### config.mk
export PLATFORM = sky130hd
export DESIGN_NAME = digit_scanner
export DESIGN_NICKNAME = d
export VERILOG_FILES = /design/src/rtl/digit_scanner.sv
export SDC_FILE = /design/constraint.sdc
export NUM_CORES = 1
export LEC_CHECK = 0
export BUFFER_PORTS_ARGS = -buffer_cell sky130_fd_sc_hd__buf_2
export CORE_UTILIZATION = 36
export CTS_CLUSTER_DIAMETER = 200
export CTS_CLUSTER_SIZE = 30
export DETAILED_ROUTE_END_ITERATION = 16
export PLACE_DENSITY_LB_ADDON = 0.25
export SLEW_MARGIN = 25
export SYNTH_ARGS = -nofsm -noshare
export SYNTH_HDL_FRONTEND = slang
export SYNTH_SLANG_ARGS = --single-unit
export TNS_END_PERCENT = 100
### constraint.sdc
create_clock -name clk -period 2.42 [get_ports clk]
set_input_delay 0.363 -clock clk [delete_from_list [all_inputs] [get_ports clk]]
set_output_delay 0.363 -clock clk [all_outputs]
set_load 0.01 [all_outputs]
### src/rtl/digit_scanner.sv
`timescale 1ns/1ps
module digit_scanner #(
  parameter int SEG_N  = 37,
  parameter int DIM_W  = 10,
  parameter int CODE_W = 6,
  parameter int PH_W   = 11,
  parameter int GUARD  = 2
) (
  input  logic               clk,
  input  logic               rst_n,
  input  logic [2*SEG_N-1:0] seg_data,
  input  logic [DIM_W-1:0]   dim_val,
  input  logic               analog_mode,
  input  logic               blank_n,
  input  logic [CODE_W-1:0]  dim_code,
  output logic [1:0]         digit,
  output logic [SEG_N-1:0]   seg
);
  localparam int SHIFT = PH_W - DIM_W;
  localparam int PHASE = 1 << PH_W;
  localparam logic [DIM_W-1:0] DMAX    = '1;
  localparam logic [PH_W:0]    GUARD_V = (PH_W+1)'(GUARD);
  localparam logic [PH_W:0]    LIMIT   = (PH_W+1)'(PHASE - GUARD);
  localparam logic [PH_W-1:0]  LAST    = '1;

  logic [PH_W:0]       cnt;
  logic                phase;
  logic [PH_W-1:0]     pos;
  logic [DIM_W-1:0]    expanded, eff;
  logic [PH_W:0]       off_raw, rise;
  logic                lit;

  always_ff @(posedge clk or negedge rst_n)
    if (!rst_n) cnt <= '0;
    else        cnt <= cnt + 1'b1;

  assign phase = cnt[PH_W];
  assign pos   = cnt[PH_W-1:0];

  for (genvar j = 0; j < DIM_W; j++) begin : g_expand
    assign expanded[DIM_W-1-j] = dim_code[CODE_W-1-(j % CODE_W)];
  end

  assign eff     = analog_mode ? expanded : dim_val;
  assign off_raw = {{(PH_W+1-DIM_W){1'b0}}, DMAX - eff} << SHIFT;
  assign rise    = (off_raw < GUARD_V) ? GUARD_V : off_raw;
  assign lit     = blank_n && ({1'b0, pos} >= rise) && ({1'b0, pos} < LIMIT);
  assign digit   = lit ? (phase ? 2'b10 : 2'b01) : 2'b00;
  assign seg     = phase ? seg_data[2*SEG_N-1:SEG_N] : seg_data[SEG_N-1:0];


  phase_wrap_chk: assert property (@(posedge clk) disable iff (!rst_n)
    (pos == LAST) |=> (pos == '0 && phase != $past(phase)));

  guard_dark_chk: assert property (@(posedge clk) disable iff (!rst_n)
    ({1'b0, pos} >= LIMIT) |-> (digit == 2'b00));

  late_rise_chk: assert property (@(posedge clk) disable iff (!rst_n)
    $rose(|digit) |-> ({1'b0, pos} >= GUARD_V));

  blank_off_chk: assert property (@(posedge clk) disable iff (!rst_n)
    !blank_n |-> (digit == 2'b00));

  one_digit_chk: assert property (@(posedge clk) disable iff (!rst_n)
    $onehot0(digit) && !(digit[0] && phase) && !(digit[1] && !phase));
endmodule

# Word-level counts from Yosys, hierarchy flattened
# Cells that the tools add are included.
# totals
regBits	12
in_bits	94
# classes
order_cmp	3
addsub	2
n_reduce_logical	2
muxes	5
# ops
op	n
two-way mux 37 bit	1
adder 12 x 1 -> 12 bit, second input constant	1
greater-or-equal comparator 11 bit	1
< comparator 11 bit, second input constant	1
< comparator 11 x 2 -> 1 bit, second input constant	1
two-way mux 11 bit	1
two-way mux 10 bit	1
subtractor 10 bit, first input constant	1
two-way mux 2 bit	2
logical AND 1 bit	2

# Depth between registers and ports, before layout
# Gate-level depths: netlist (run 1).
# logic_depth
depth_word	8
mapped_depth	10
depth_no_buf	9

# Worst setup path after synthesis (run 1)
# Ideal clock, no wire load.
# synth_timing
path_type	input port to output port
from	input analog_mode
to	output digit[0]
cell_stages	8
arrival_ps	2008
t_required_ps	2057
setup_slack_ps	49
path_buffers	1
cell_sequence	buf_6 -> mux2_4 -> and4bb_1 -> a41o_1 -> ha_1 -> a311o_1 -> a31oi_1 -> a211oi_1
# synth_via
elab_chain_cells	8
# synth_lines
element	line_no	rtl
start: declaration	13	input logic analog_mode,
two-way mux 10 bit *	44	assign eff = analog_mode ? expanded : dim_val;
subtractor 10 bit *	45	assign off_raw = {{(PH_W+1-DIM_W){1'b0}}, DMAX - eff} << SHIFT;
< comparator 11 x 2 -> 1 bit	46	assign rise = (off_raw < GUARD_V) ? GUARD_V : off_raw;
two-way mux 11 bit *	46	
greater-or-equal comparator 11 bit *	47	assign lit = blank_n && ({1'b0, pos} >= rise) && ({1'b0, pos} < LIMIT);
logical AND 1 bit * (2 in series)	47	
two-way mux 2 bit *	48	assign digit = lit ? (phase ? 2'b10 : 2'b01) : 2'b00;
end: declaration	16	output logic [1:0] digit,
# Every way passes the cells marked *; elsewhere a longest branch is shown, timed or not.

# Final worst setup path (run 1)
# layout_timing
from	input analog_mode
to	output digit[1]
# Same word-level chain as after synthesis.

==> summary.txt, run 1 <==
=================================================================================
CTS Buf Count                                                                   3
Clock tree from TritonCTS                                                   built
Cells after synthesis                                                         135
First drt pass iteration count                                                  4
Vias                                                                         1558
Crit path capture type                                                output port
Gr usage total                                                             23.66%
Effective utilization at floorplan                                         38.53%
Fraction of final layout cells with drive strength greater than 1          69.64%
IR Drop Worst-Case VDD                                                   295.4 uV
Number of nets in the synthesized netlist                                     240
Outcome                                                              finished, violations left
Total power                                                              660.9 uW
Count of unique library cells instantiated by Yosys                            29
Min-delay worst type                                                 register to register
Final Cell Area                                                          2255 um2
Overall die height                                                       62.70 um
Hold violation total from the final report                                      0
Global-route wire length before repair                                    7396 um
Placer's final routability congestion estimate                             0.8245
Synth area leader                                                    sky130_fd_sc_hd__mux2_2
Number of H-tree levels                                                         1
Total of flip-flops plus latches after synthesis                               12
Cell-by-cell trace of the critical path                              buf_12 > mux2_4 > nand2b_1 > and4bb_1 > a41o_1 > ha_4 > a311o_1 > a31oi_4 > a211oi_1 > buf_2
Average wire per cell in the routed design                               13.64 um
Arrival time at the worst endpoint                                        2.23 ns
Type of the worst setup path                                         primary input to output port
Final antenna diode count                                                       0
Number of antenna-violating nets in the routed design                           0
Initial DRC count                                                              32
Number of flip-flops under the largest register name                           12
DP Worst Slack                                                         -0.4033 ns
# fillers                                                                     291
Total area of sequential cells                                          300.3 um2
Final routed wirelength across all metal layers                           4447 um
Vias in the first global route                                               1640
Antenna violations before repair                                                0
Bufs on Longest Clock Path                                                      2
Area of the core region                                                  3442 um2
Slew @ Worst Pin                                                        0.4330 ns
Register name with the most flops                                             cnt
Setup violation total in the final timing report                                2
Average instance area after synthesis                                   9.824 um2
Type of element launching the critical path                          primary input
Area grow syn2layout                                                       70.00%
Worst-case setup margin in the final layout                            -0.1712 ns
Detail Placement HPWL                                                     3749 um
Area occupied by multi-input gates                                       1005 um2
Static leakage power                                                  0.001240 uW
Cell at the slowest stage of the critical path                       sky130_fd_sc_hd__mux2_4
Setup Skew                                                            0.001165 ns
Die width                                                                62.70 um
Ratio of final minimum period to clock period                              107.1%
Clock slew seen by the registers of the worst setup and hold paths        0.05 ns
Final nets                                                                    386
Total power divided by cell area                                     293.1 nW/um2
Area of the die                                                          3931 um2
Largest net degree at the start of global routing                              40
Minimum clock period                                                     2.591 ns
Total number of placement rows                                                 21
Cell at the root of the clock tree                                   sky130_fd_sc_hd__clkbuf_8
Insertion delay of the later-clocked pin in the worst-skew pair           0.25 ns
Yosys warnings                                                                  0
Fraction of the yosys area taken by sequential cells                       22.64%
Stage delay of the slowest cell on the critical path                      0.31 ns
Top cell type's share of synthesized area                                  33.11%
Number of sinks on the clock net                                               12
Top fanout value on the critical path                                           7
Top Family by Delay on Critical Path                                 compound AO/OA/AOI/OAI gates
Global route overflow                                                           0
I/O Buffers                                                                   132
Final std cells w/o fill                                                      326
Top area cells in the synthesized netlist                            sky130_fd_sc_hd__mux2_2, sky130_fd_sc_hd__dfrtp_1, sky130_fd_sc_hd__ha_1
Number of primary I/O pins                                                    133
Post-placement cell area                                                 2121 um2
Failing checks                                                       setup timing
DRC errors left                                                                 0
Relative slew margins                                                      70.89%
Req. time, crit path                                                      2.06 ns
Number of buffers and inverters on the critical path                            2
Max-slew violation total from the final report                                  0
Largest registers                                                    cnt: 12 flops
Max-Cap Viols                                                                   0
RSZ-0062 raised after global routing                                          yes
Placed cell count                                                             320
Achievable Freq                                                         385.9 MHz
Total standard cell area after synthesis                                 1326 um2
Per-cell via count in the routed design                                     4.779
=================================================================================
==> cell usage after synthesis <==
| cell | number |
|---|---|
| sky130_fd_sc_hd__a211oi_1 | 3 |
| sky130_fd_sc_hd__a21o_1 | 2 |
| sky130_fd_sc_hd__a21oi_1 | 1 |
| sky130_fd_sc_hd__a311o_1 | 1 |
| sky130_fd_sc_hd__a31oi_1 | 1 |
| sky130_fd_sc_hd__a41o_1 | 1 |
| sky130_fd_sc_hd__and3_1 | 1 |
| sky130_fd_sc_hd__and4bb_1 | 1 |
| sky130_fd_sc_hd__buf_2 | 3 |
| sky130_fd_sc_hd__buf_6 | 1 |
| sky130_fd_sc_hd__clkbuf_1 | 2 |
| sky130_fd_sc_hd__dfrtp_1 | 12 |
| sky130_fd_sc_hd__ha_1 | 11 |
| sky130_fd_sc_hd__inv_1 | 9 |
| sky130_fd_sc_hd__mux2_2 | 39 |
| sky130_fd_sc_hd__mux2_4 | 1 |
| sky130_fd_sc_hd__mux2i_1 | 3 |
| sky130_fd_sc_hd__nand2_1 | 7 |
| sky130_fd_sc_hd__nand2b_1 | 2 |
| sky130_fd_sc_hd__nand3_1 | 6 |
| sky130_fd_sc_hd__nand4_1 | 2 |
| sky130_fd_sc_hd__nor2_1 | 5 |
| sky130_fd_sc_hd__nor2b_1 | 1 |
| sky130_fd_sc_hd__nor3_1 | 3 |
| sky130_fd_sc_hd__o211ai_1 | 1 |
| sky130_fd_sc_hd__o21ai_0 | 5 |
| sky130_fd_sc_hd__o31ai_1 | 1 |
| sky130_fd_sc_hd__xnor2_1 | 3 |
| sky130_fd_sc_hd__xor2_1 | 7 |
==> path summary, 6_finish.rpt <==
kind                       depth (start not counted)  slack [ns]   startpoint        to
max                                               10       -0.17  analog_mode  digit[1]
min                                                1        0.48       cnt[0]    cnt[0]
max reg2reg                                        4        1.11       cnt[2]    cnt[9]
min reg2reg                                        1        0.48       cnt[0]    cnt[0]
max in group asynchronous                          2        1.68        rst_n   cnt[10]
min in group asynchronous                          2        0.52        rst_n    cnt[0]
==> where the power goes <==
| group | leakage, uW | switching (uW) | internal (uW) |
|---|---|---|---|
| registers | 0.000153 | 0 | 201 |
| clock network | 0.0000288 | 80.8 | 144 |
| logic | 0.00106 | 93.4 | 142 |
| total | 0.00124 | 174 | 487 |
==> layer usage <==
| metal | share of wire, % | wire (um) | up-vias | GRT usage, % |
|---|---|---|---|---|
| li1 | - | - | 780 | - |
| met1 | 40 | 1766 | 713 | 26.37 |
| met2 | 51 | 2277 | 56 | 42.66 |
| met3 | 7.5 | 335 | 9 | 6.934 |
| met4 | 1.5 | 67 | 0 | 7.558 |
| met5 | 0 | 0 | - | 0 |
==> worst reg2reg max path: stages, from the launching register on <==
cell                      delay [ns]
sky130_fd_sc_hd__dfrtp_1        0.36
sky130_fd_sc_hd__buf_4          0.16
sky130_fd_sc_hd__nand3_1        0.20
sky130_fd_sc_hd__nor3_1         0.31
sky130_fd_sc_hd__xor2_1         0.21
==> cells by family after synthesis <==
group | share of synthesized area [%]
mux | 36.51
simple gates | 10.57
compound gates | 8.207
buf+inv | 5.094
flops | 22.64
fa+ha+maj | 10.38
xor+xnor | 6.604
==> timing repair <==
item                       in CTS  in global routing
resized for setup               9                  5
setup endpoints to repair       2                  2
pin swaps                       3                  5
gates cloned                    0                  0
setup buffers                   0                  1
hold endpoints to repair       12                  0
hold buffers                    1                  0
==> through the flow <==
| step | hold slack [ns] | TNS [ns] | util, % |
|---|---|---|---|
| 4_1_cts | 0.4832 | -0.5334 | 64.59 |
| 2_1_floorplan | 0.06741 | 0 | - |
| 5_1_grt | 0.5057 | -0.5179 | 65.50 |
| 3_5_place_dp | 0.2582 | -0.7749 | 61.61 |
| 6_report | 0.4814 | -0.3421 | 65.50 |
| 3_3_place_gp | 0.2552 | -0.7388 | 61.61 |
==> layout make-up <==
type / instances / share of cell area (%)
multi-input cells: 108 / 44.56
repair buffers: 147 / 35.63
flip-flops and latches: 12 / 13.32
well taps: 46 / 2.553
clock buffers: 4 / 2.442
inverters: 9 / 1.498
==> placed cells by master, fill, tap and decap left out <==
cell type / instances
sky130_fd_sc_hd__a211oi_1: 2
sky130_fd_sc_hd__a211oi_2: 1
sky130_fd_sc_hd__a21o_1: 2
sky130_fd_sc_hd__a21oi_1: 1
sky130_fd_sc_hd__a311o_1: 1
sky130_fd_sc_hd__a31oi_4: 1
sky130_fd_sc_hd__a41o_1: 1
sky130_fd_sc_hd__and3_1: 1
sky130_fd_sc_hd__and4bb_1: 1
sky130_fd_sc_hd__buf_12: 2
sky130_fd_sc_hd__buf_2: 131
sky130_fd_sc_hd__buf_4: 13
sky130_fd_sc_hd__clkbuf_8: 4
sky130_fd_sc_hd__dfrtp_1: 12
sky130_fd_sc_hd__dlygate4sd3_1: 1
sky130_fd_sc_hd__ha_1: 10
sky130_fd_sc_hd__ha_4: 1
sky130_fd_sc_hd__inv_1: 9
sky130_fd_sc_hd__mux2_2: 37
sky130_fd_sc_hd__mux2_4: 3
sky130_fd_sc_hd__mux2i_1: 2
sky130_fd_sc_hd__mux2i_2: 1
sky130_fd_sc_hd__nand2_1: 7
sky130_fd_sc_hd__nand2b_1: 2
sky130_fd_sc_hd__nand3_1: 6
sky130_fd_sc_hd__nand4_1: 2
sky130_fd_sc_hd__nor2_1: 5
sky130_fd_sc_hd__nor2b_2: 1
sky130_fd_sc_hd__nor3_1: 3
sky130_fd_sc_hd__o211ai_1: 1
sky130_fd_sc_hd__o21ai_0: 4
sky130_fd_sc_hd__o21ai_1: 1
sky130_fd_sc_hd__o31ai_1: 1
sky130_fd_sc_hd__xnor2_1: 3
sky130_fd_sc_hd__xor2_1: 7
No activity file was read; power rests on OpenSTA's default activity.
==> run 2, diff against run 1 <==
Settings changed: BUFFER_PORTS_ARGS -buffer_cell sky130_fd_sc_hd__buf_2 to not set, CORE_UTILIZATION 36 to 55, DONT_BUFFER_PORTS set to 1.
==> summary.txt, run 2 (synthesis gave the netlist of run 1 again) <==
=================================================================================
Fraction of final layout cells with drive strength greater than 1          37.59%   -32 points
Vias                                                                         1096   -30%
Per-cell via count in the routed design                                     6.372   +33%
Area of the die                                                          2612 um2   -34%
Clock slew seen by the registers of the worst setup and hold paths        0.08 ns   +0.03 ns
Placer's final routability congestion estimate                             0.9154   +11%
Number of antenna-violating nets in the routed design                           0   unchanged
Switching fraction of total power                                          26.20%   -0.16 points
Effective utilization at floorplan                                         59.38%   +21 points
Critical Path Stages                                                            9   -1
Vias in the first global route                                               1026   -37%
I/O Buffers                                                                     0   -100%
Final std cells w/o fill                                                      172   -47%
Outcome                                                              finished, violations left
Insertion delay of the later-clocked pin in the worst-skew pair           0.28 ns   +0.03 ns
IR Drop Worst-Case VDD                                                   433.8 uV   +47%
Cell at the slowest stage of the critical path                       sky130_fd_sc_hd__mux2_4
Most common library cell in the layout ignoring fill and taps        sky130_fd_sc_hd__mux2_2
Relative slew margins                                                      64.49%   -6.4 points
Clock tree from TritonCTS                                                   built
Ratio of final minimum period to clock period                              103.7%   -3.4 points
Area grow syn2layout                                                       9.528%
Cell-by-cell trace of the critical path                              mux2_4 > nand2b_1 > and4bb_1 > a41o_1 > ha_1 > a311o_1 > a31oi_2 > a211oi_1 > buf_4
Static leakage power                                                 0.0006671 uW   -46%
Type of element launching the critical path                          primary input
Total power divided by cell area                                     322.8 nW/um2   +10%
Req. time, crit path                                                      2.06 ns   about the same
Overall die height                                                       51.11 um   -18%
Combinational Power Share                                                   23.7%   -12 points
Total number of placement rows                                                 17   -19%
Bufs on Longest Clock Path                                                      2   unchanged
Register name with the most flops                                             cnt
Achievable Freq                                                         398.6 MHz   +3.3%
DP Worst Slack                                                         -0.1263 ns   +0.2770 ns
Minimum clock period                                                     2.509 ns   -0.08235 ns
Switching pwr                                                            122.8 uW   -29%
Hold violation total from the final report                                      0   unchanged
Largest net degree at the start of global routing                              24   -40%
Commonest cells after routing, fill and taps aside                   sky130_fd_sc_hd__mux2_2, sky130_fd_sc_hd__dfrtp_1, sky130_fd_sc_hd__ha_1
Global route overflow                                                           0   unchanged
Slack of the worst reg-to-reg path                                        1.11 ns   about the same
Setup Skew                                                            0.008619 ns   +0.007454 ns
Cell internal pwr                                                        346.0 uW   -29%
Die width                                                                51.11 um   -18%
Setup TNS                                                              -0.1615 ns   +0.1806 ns
Fraction of power consumed by the clock network                             33.6%   -0.5 points
Top fanout value on the critical path                                          13   +6
Number of primary I/O pins                                                    133   unchanged
Global-route wire length before repair                                    5430 um   -27%
Number of sinks on the clock net                                               12   unchanged
Register-to-Register Path Depth                                                 3   -1
Min-delay worst type                                                 register to register
Average wire per cell in the routed design                               23.20 um   +70%
Failing checks                                                       setup timing
Area of the core region                                                  2233 um2   -35%
Number of H-tree levels                                                         1   unchanged
First drt pass iteration count                                                  4   unchanged
Placed cell count                                                             162   -49%
Arrival time at the worst endpoint                                        2.15 ns   -0.08 ns
Type of the worst setup path                                         primary input to output port
Top Family by Delay on Critical Path                                 compound AO/OA/AOI/OAI gates
Max-slew violation total from the final report                                  0   unchanged
Antenna violations before repair                                                3   +3
Final core utilization                                                     65.04%   -0.46 points
Gr usage total                                                             30.49%   +6.8 points
Initial DRC count                                                              16   -50%
Detail Placement HPWL                                                     3439 um   -8.3%
Number of buffers and inverters on the critical path                            1   -1
Final nets                                                                    247   -36%
Cell at the root of the clock tree                                   sky130_fd_sc_hd__clkbuf_4
Proportion of power drawn by flip-flops and latches                         42.7%   +12 points
RSZ-0062 raised after global routing                                          yes
CTS Buf Count                                                                   3   unchanged
Stage delay of the slowest cell on the critical path                      0.29 ns   -0.02 ns
Slew @ Worst Pin                                                        0.5309 ns   +0.09790 ns
Cell depth of the worst min-delay path                                          1   unchanged
DRC errors left                                                                 0   unchanged
Final-layout worst hold slack                                           0.4817 ns   +0.0003010 ns
Max-Cap Viols                                                                   0   unchanged
Largest registers                                                    cnt: 12 flops
Number of flip-flops under the largest register name                           12   unchanged
Final routed wirelength across all metal layers                           3991 um   -10%
Worst-case setup margin in the final layout                           -0.08889 ns   +0.08235 ns
Crit path capture type                                                output port
Setup violation total in the final timing report                                2   unchanged
=================================================================================
run 2: layout make-up:
class	count	area, um2
Sequential cell	12	300.3
Fill cell	192	780.7
Antenna cell	3	7.507
Clock buffer	4	36.28
Multi-Input combinational cell	108	977.2
Timing Repair Buffer	8	62.56
Tap cell	28	35.03
Inverter	9	33.78
run 2: power groups by stage:
stage / Sequential (uW) / Combinational, uW / Clock (uW)
6_report: 200 / 111 / 157
5_1_grt: 200 / 121 / 171
4_1_cts: 200 / 108 / 161
3_5_place_dp: 204 / 98.6 / 0
3_3_place_gp: 204 / 97.6 / 0
2_1_floorplan: 204 / 87.1 / 0
run 2: worst register-to-register path, stage by stage (launching register included):
cell                      delay, ns
sky130_fd_sc_hd__dfrtp_1       0.51
sky130_fd_sc_hd__nand3_1       0.28
sky130_fd_sc_hd__nor3_1        0.29
sky130_fd_sc_hd__xor2_1        0.16
run 2: path summary, 6_finish.rpt:
kind / startpoint / endpoint
worst max-delay path: analog_mode / digit[1]
worst min-delay path: cnt[0] / cnt[0]
worst max register to register: cnt[2] / cnt[9]
worst min register to register: cnt[0] / cnt[0]
max in group asynchronous: rst_n / cnt[5]
min in group asynchronous: rst_n / cnt[2]
run 2: per-layer routing:
metal / wire, um / GRT usage [%] / up-vias
li1: - / - / 504
met2: 1978 / 51.54 / 71
met5: 0 / 0 / -
met1: 1343 / 30.88 / 517
met3: 615 / 18.75 / 4
met4: 54 / 9.259 / 0
run 2: repair_timing:
item / CTS / global route
pin swaps: 1 / 0
gates resized for setup: 2 / 2
hold buffers: 1 / 0
endpoints found under the hold margin: 12 / 0
buffers inserted: 1 / 1
endpoints found under the setup margin: 2 / 2
run 2: per-stage QoR:
step | total power, uW | cell area (um2)
after floorplan | 291.5 | 1326
after global placement | 302.0 | 1365
after detailed placement | 303.0 | 1365
after CTS | 470.1 | 1426
after global routing | 492.8 | 1450
final | 468.8 | 1453
